`src/rtl/xfer_cnt_pkg.sv`:
```
package xfer_cnt_pkg;
  localparam int BYTE_W = 8;

  function automatic int unsigned sel_width(input int unsigned nbytes);
    return (nbytes <= 2) ? 1 : $clog2(nbytes + 1);
  endfunction
endpackage

```
`src/rtl/xfer_start_image.sv`:
```
module xfer_start_image
  import xfer_cnt_pkg::*;
#(
  parameter int unsigned NBYTES = 3,
  parameter int unsigned SEL_W  = 2,
  localparam int unsigned CNT_W = NBYTES * BYTE_W
) (
  input  logic              clk_i,
  input  logic              rst_ni,
  input  logic              we_i,
  input  logic [SEL_W-1:0]  sel_i,
  input  logic [BYTE_W-1:0] wdata_i,
  output logic [CNT_W-1:0]  start_o
);
  for (genvar b = 0; b < NBYTES; b++) begin : g_byte
    logic [BYTE_W-1:0] byte_q;
    always_ff @(posedge clk_i or negedge rst_ni) begin
      if (!rst_ni) byte_q <= '0;
      else if (we_i && sel_i == SEL_W'(b)) byte_q <= wdata_i;
    end
    assign start_o[b*BYTE_W +: BYTE_W] = byte_q;
  end
endmodule

```
`src/rtl/xfer_work_counter.sv`:
```
module xfer_work_counter #(
  parameter int unsigned CNT_W      = 24,
  parameter int unsigned RELOAD_VAL = 32'h1_0000
) (
  input  logic             clk_i,
  input  logic             rst_ni,
  input  logic             load_i,
  input  logic [CNT_W-1:0] start_i,
  input  logic             dec_i,
  input  logic             dec_two_i,
  input  logic             zero_i,
  input  logic             tc_clr_i,
  output logic [CNT_W-1:0] cnt_o,
  output logic             tc_o
);
  logic [CNT_W-1:0] cnt_q, load_val, dec_amt, dec_val;
  logic             tc_q, hit_zero;

  assign load_val = (start_i == '0) ? CNT_W'(RELOAD_VAL) : start_i;
  assign dec_amt  = dec_two_i ? CNT_W'(2) : CNT_W'(1);
  assign dec_val  = (cnt_q <= dec_amt) ? '0 : cnt_q - dec_amt;
  // decrement that takes a nonzero count to zero
  assign hit_zero = dec_i && !load_i && (cnt_q != '0) && (dec_val == '0);

  always_ff @(posedge clk_i or negedge rst_ni) begin
    if (!rst_ni)     cnt_q <= '0;
    else if (zero_i) cnt_q <= '0;
    else if (load_i) cnt_q <= load_val;
    else if (dec_i)  cnt_q <= dec_val;
  end

  always_ff @(posedge clk_i or negedge rst_ni) begin
    if (!rst_ni)        tc_q <= 1'b0;
    else if (zero_i)    tc_q <= 1'b1;
    else if (tc_clr_i)  tc_q <= 1'b0;
    else if (hit_zero)  tc_q <= 1'b1;
  end

  assign cnt_o = cnt_q;
  assign tc_o  = tc_q;
endmodule

```
`src/rtl/xfer_readback.sv`:
```
module xfer_readback
  import xfer_cnt_pkg::*;
#(
  parameter int unsigned NBYTES  = 3,
  parameter int unsigned SEL_W   = 2,
  parameter logic [7:0]  CHIP_ID = 8'hA2,
  localparam int unsigned CNT_W  = NBYTES * BYTE_W
) (
  input  logic              clk_i,
  input  logic              rst_ni,
  input  logic              we_i,
  input  logic [SEL_W-1:0]  sel_i,
  input  logic [CNT_W-1:0]  cnt_i,
  output logic              hi_seen_o,
  output logic [BYTE_W-1:0] rdata_o
);
  localparam logic [SEL_W-1:0] HI_SEL = SEL_W'(NBYTES - 1);
  logic hi_seen_q;

  always_ff @(posedge clk_i or negedge rst_ni) begin
    if (!rst_ni)                     hi_seen_q <= 1'b0;
    else if (we_i && sel_i == HI_SEL) hi_seen_q <= 1'b1;
  end

  always_comb begin
    rdata_o = '0;
    for (int b = 0; b < NBYTES; b++)
      if (sel_i == SEL_W'(b)) rdata_o = cnt_i[b*BYTE_W +: BYTE_W];
    if (sel_i == HI_SEL && !hi_seen_q) rdata_o = CHIP_ID;
  end

  assign hi_seen_o = hi_seen_q;
endmodule

```
`src/rtl/dma_xfer_counter.sv`:
```
module dma_xfer_counter
  import xfer_cnt_pkg::*;
#(
  parameter int unsigned NBYTES     = 3,
  parameter int unsigned RELOAD_VAL = 32'h1_0000,
  parameter logic [7:0]  CHIP_ID    = 8'hA2,
  localparam int unsigned CNT_W     = NBYTES * BYTE_W,
  localparam int unsigned SEL_W     = sel_width(NBYTES)
) (
  input  logic              clk_i,
  input  logic              rst_ni,
  input  logic              reg_we_i,
  input  logic [SEL_W-1:0]  reg_sel_i,
  input  logic [BYTE_W-1:0] reg_wdata_i,
  output logic [BYTE_W-1:0] reg_rdata_o,
  input  logic              cmd_we_i,
  input  logic              cmd_dma_i,
  input  logic              cmd_xfer_i,
  input  logic              dec_req_i,
  input  logic              dec_two_i,
  input  logic              phase_end_i,
  output logic              tc_o
);
  logic [CNT_W-1:0] start_cnt, work_cnt;
  logic             sel_ok, byte_wr, dma_load, tc_clr, hi_seen;

  assign sel_ok   = reg_sel_i < SEL_W'(NBYTES);
  assign byte_wr  = reg_we_i && sel_ok;
  assign dma_load = cmd_we_i && cmd_dma_i;
  assign tc_clr   = byte_wr || (dma_load && cmd_xfer_i);

  xfer_start_image #(.NBYTES(NBYTES), .SEL_W(SEL_W)) u_image (
    .clk_i, .rst_ni, .we_i(byte_wr), .sel_i(reg_sel_i),
    .wdata_i(reg_wdata_i), .start_o(start_cnt)
  );

  xfer_work_counter #(.CNT_W(CNT_W), .RELOAD_VAL(RELOAD_VAL)) u_counter (
    .clk_i, .rst_ni, .load_i(dma_load), .start_i(start_cnt),
    .dec_i(dec_req_i), .dec_two_i, .zero_i(phase_end_i),
    .tc_clr_i(tc_clr), .cnt_o(work_cnt), .tc_o
  );

  xfer_readback #(.NBYTES(NBYTES), .SEL_W(SEL_W), .CHIP_ID(CHIP_ID)) u_read (
    .clk_i, .rst_ni, .we_i(byte_wr), .sel_i(reg_sel_i),
    .cnt_i(work_cnt), .hi_seen_o(hi_seen), .rdata_o(reg_rdata_o)
  );
endmodule

```
`config.mk`:
```
export PLATFORM = sky130hd
export DESIGN_NAME = dma_xfer_counter
export DESIGN_NICKNAME = d
export VERILOG_FILES = /design/src/rtl/xfer_cnt_pkg.sv /design/src/rtl/xfer_start_image.sv /design/src/rtl/xfer_work_counter.sv /design/src/rtl/xfer_readback.sv /design/src/rtl/dma_xfer_counter.sv
export SDC_FILE = /design/constraint.sdc
export NUM_CORES = 1
export LEC_CHECK = 0
export BUFFER_PORTS_ARGS = -buffer_cell sky130_fd_sc_hd__buf_4
export CAP_MARGIN = 0
export CORE_AREA = 2 2 81 68
export DETAILED_ROUTE_END_ITERATION = 12
export DIE_AREA = 0 0 83 70
export MAX_ROUTING_LAYER = met4
export PLACE_DENSITY = 0.83
export SYNTH_ARGS = -nofsm -noshare
export SYNTH_HDL_FRONTEND = slang
export SYNTH_SLANG_ARGS = --single-unit
```
`constraint.sdc`:
```
create_clock -name clk_i -period 3.9 [get_ports clk_i]
set_input_delay 0.78 -clock clk_i [delete_from_list [all_inputs] [get_ports clk_i]]
set_output_delay 0.78 -clock clk_i [all_outputs]
set_load 0.05 [all_outputs]
```
==> results <==
- The run finished with clean final reports.
- Measured along the y axis, the die boundary spans 70 um.
- The detailed-router iteration count before antenna repair is 5.
- At the pin with the least slew margin, the transition time is 0.979 ns.
- The total number of yosys warnings is 0.
- The total instance count after detailed placement is around 420.
- The number of inserted diodes is 0.
- The cell area power density is around 420 mW/mm2.
- Setup repair after global routing left no endpoint under its margin.
- The first-iteration detailed-routing DRC count is approximately 420.
- The remaining global-route overflow is 0.
- Buffers inserted to repair hold after CTS numbered 0.
- The instance count of the mapped netlist is 344.
- For this run, the register share of the synthesized area comes to between 40% and 50%.
- The width of the die is 83 um.
- At the later pin of the worst-skew pair, clock insertion delay measures ~0.3 ns.
- After detailed routing, the average wire length per cell comes to 20.3 um.
- The number of failing hold endpoints at the final stage is 0.
- After routing, the total negative slack on setup checks comes to 0 ns.
- The largest voltage drop on the vdd net is between 0.3 and 0.4 mV.
- The post-cts repair resize count is 0.
- The initial utilization of the core area, before any placement, comes to 60.5%.
- In this run the tool buffered the top-level ports with 27 buffer cells.
- The proportion of register bits with asynchronous set or reset after synthesis is 100%.
- Setup slack on the worst reg-to-reg path comes out at around 0.78 ns.
- Summing over every cut layer, the via total after detailed routing is 2,890.
- Counting every net in the synthesized netlist gives around 370.
- The number of global-route vias before repair is about 2,700.
- STA puts the critical path data arrival time at 3.30 ns.
- The post-route fraction of the period consumed by the critical path is about 80%.
- The total wirelength of the detailed-routed design is between 8000 and 9000 um.
- The area enclosed by the die boundary is approximately 0.0058 mm2.
- The average instance in the mapped netlist occupies 9.02 um2.
- Yosys mapped the design onto 50 distinct sky130hd cell types.
- For this run, design rule violations remaining after detail routing come to 0.
- The share of the synthesized area in the top cell type is between 40% and 50%.
- The start point of the critical path is u_counter.cnt_o[17].
- The static leakage is about 1.4 nW.
- The synthesized design contains 0 enable-type register cells.
- The end of the worst register-to-register path is u_counter.cnt_o[17].
- The worst register-to-register path begins at u_counter.cnt_o[17].
- The count of nets after finishing is about 380.
- The number of ports placed on the die boundary is 28.
- The buffer cell driving the clock tree root is clkbuf_8.
- The placement-stage cell area is about 0.0033 mm2.
- Max-cap violations in this run came to 0.
- The max-slew headroom at the worst pin is 34.4%.
- In this run the standard cell core region covers about 0.0051 mm2.
- The floorplan row count is 24.
- The finished layout cell area is between 0.003 and 0.004 mm2.
- Hold timing on the final database bottoms out at a slack of 0.486 ns.
- The H-tree depth is 2.
- The number of setup buffers added after CTS is 0.
- Once layout is complete, the cells apart from fillers number between 400 and 500.
- The clock tree from TritonCTS is yes.
- The worst setup path is launched from a flip-flop.
- The worst path in the final design needs a cycle of 3.12 ns, including I/O delays and setup.
- The fmax is 320 MHz.
- The class of the tightest hold or removal check is in2async.
- In this run the remaining antenna-violating nets after routing total 0.
- For this run, the slowest stage of the critical path takes approximately 0.86 ns.
- Clock-pin slew was measured on the worst setup and hold paths at approximately 0.1 ns.
- Following the worst setup path forward leads to its endpoint at u_counter.cnt_o[17].
- The count of pins over their slew limit came to 0.
- The longest clock path from root to sink contains 2 buffers.
- The fraction of layout cells with a size suffix above 1 is a little under a fifth.
- Across the routed clock network, the largest skew measured is a little over 0.005 ns.
- The design draws between 0.001 and 0.0015 W.
- The cell area that synthesis handed to floorplanning was 0.00310 mm2.
- The number of clock buffers added by TritonCTS is 5.
- Among all flip-flop cells after synthesis, the most frequent one is dfrtp_1.
- Detailed placement ended at an HPWL of approximately 6500 um.
- The synthesized flop and latch total is 50.
- The first global-routing pass estimated 14,300 um of wire.
- The endpoint kind of the worst setup timing path is a flip-flop.
- The required time of the critical path is 4.08 ns.
- The category of the critical setup timing path is reg2reg.
- Traced cell by cell, the critical path runs through nor4_1 -> nand2_1 -> nor3_2 -> nor2_1 -> a221oi_1 -> nor3_1.
- The count of clock tree sinks is 50.
- For this design, the slowest cell found on the critical path is nor3_2.
- The cell type with the largest total area after synthesis is dfrtp_1.
- The total global-route track usage is between 30% and 40%.
- The count of final setup violators is 0.
- The count of cells along the worst register-to-register path is 6.
- The post-synthesis to final-layout area growth is 10.2%.
- The final weighted congestion in routability-driven placement is ~1.0.
- The largest driver fanout on the critical path is 19.
- The initial antenna violation count is 0.
- Ranked by total cell area, the synthesized netlist is headed by dfrtp_1, mux2_2, nor2_1.
- The via count normalized by instance count is between 6 and 7.
- The maximum number of pins on one net before global-route repair is 51.
[cell type report]
type / instances / area [um2]
Multi-Input combinational cell: 261 / 1720
Tap cell: 65 / 81.3
Clock inverter: 2 / 17.5
Inverter: 12 / 45.0
Fill cell: 440 / 1710
Sequential cell: 50 / 1250
Clock buffer: 6 / 72.6
Timing Repair Buffer: 31 / 233
[sequential cells by signal, summed over array words and instances (netlist names)]
register and flops:
u_read.hi_seen_o 1, u_counter.cnt_o 24, u_counter.tc_o 1, u_image.g_byte.byte_q 24
[stage by stage]
stage,setup slack (ns),util (%)
floorplan,0.709,-
global placement,0.698,64.9
detailed placement,0.556,64.9
CTS,0.892,66.6
global route,0.583,66.6
finish,0.780,66.6
[kinds of logic (layout without fill, tap and decap cells)]
kind of cell	after synthesis	in the layout	synth area share, %
buffers and inverters	33	51	4.23
adders and majority gates	3	3	1.45
DFF	50	50	40.3
xor gates and xnor gates	6	6	1.69
AOI/OAI and AO/OA	76	76	16.0
and+or+nand+nor	144	144	25.1
muxes	32	32	11.3
[synthesized netlist by cell type, drive strengths merged, types with 2 or more instances]
master,instances
dfrtp,50
o21ai,28
o31a,2
o31ai,4
mux2,24
xor2,4
a211oi,3
a31oi,2
nand2,23
inv,12
mux2i,8
nand4b,2
buf,6
nand3b,3
nor3b,2
xnor2,2
nand4,6
nor4b,2
ha,2
o41ai,3
clkbuf,15
or4,3
nor3,24
nor4,20
nor2,46
a311oi,4
a221oi,9
o22ai,4
nand2b,5
nand3,3
o221ai,2
a21oi,11
[per-layer routing]
layer | GRT usage (%) | wire length (um) | part of all wire, % | vias up
met5 | - | 0 | 0 | -
met4 | 10.0 | 210 | 2.4 | 0
met3 | 8.04 | 703 | 8.1 | 28
met2 | 46.4 | 3830 | 44 | 162
met1 | 44.7 | 3930 | 45 | 1376
li1 | - | - | - | 1324
[where the power goes]
group / switching [W] / total [W] / internal [W]
Sequential: 0.000102 / 0.000691 / 0.000589
Clock: 0.000179 / 0.000310 / 0.000130
Combinational: 0.000256 / 0.000433 / 0.000177
[layout by cell type, fill, tap and decap left out, drive strengths merged, types with 3 or more instances in the layout]
| master | synthesis | layout |
|---|---|---|
| nand2 | 23 | 23 |
| a21oi | 11 | 11 |
| nand3 | 3 | 3 |
| a311oi | 4 | 4 |
| xor2 | 4 | 4 |
| a221oi | 9 | 9 |
| o41ai | 3 | 3 |
| nor3 | 24 | 24 |
| o31ai | 4 | 4 |
| or4 | 3 | 3 |
| o22ai | 4 | 4 |
| mux2i | 8 | 8 |
| mux2 | 24 | 24 |
| a211oi | 3 | 3 |
| nand4 | 6 | 6 |
| dfrtp | 50 | 50 |
| o21ai | 28 | 28 |
| nor2 | 46 | 46 |
| clkbuf | 15 | 6 |
| inv | 12 | 13 |
| nand2b | 5 | 5 |
| nand3b | 3 | 3 |
| buf | 6 | 31 |
| nor4 | 20 | 20 |
[worst min path at each step]
stage / to / slack (ns) / depth (start not counted)
final: u_counter.cnt_o[23] / 0.49 / 1
after global routing: u_counter.cnt_o[22] / 0.53 / 1
after CTS: u_counter.cnt_o[23] / 0.50 / 1
after floorplan: u_counter.cnt_o[0] / 0.48 / 0
after detailed placement: u_image.g_byte[0].byte_q[3] / 0.53 / 1
after global placement: u_read.hi_seen_o / 0.51 / 2
[critical path: cells and delay by family (launching register included)]
kind             cells  cell delay [ns]
flip-flops           1             0.49
AND/OR/NAND/NOR      5             2.11
AO/OA/AOI/OAI        1             0.40
(Power assumes the default switching activity.)
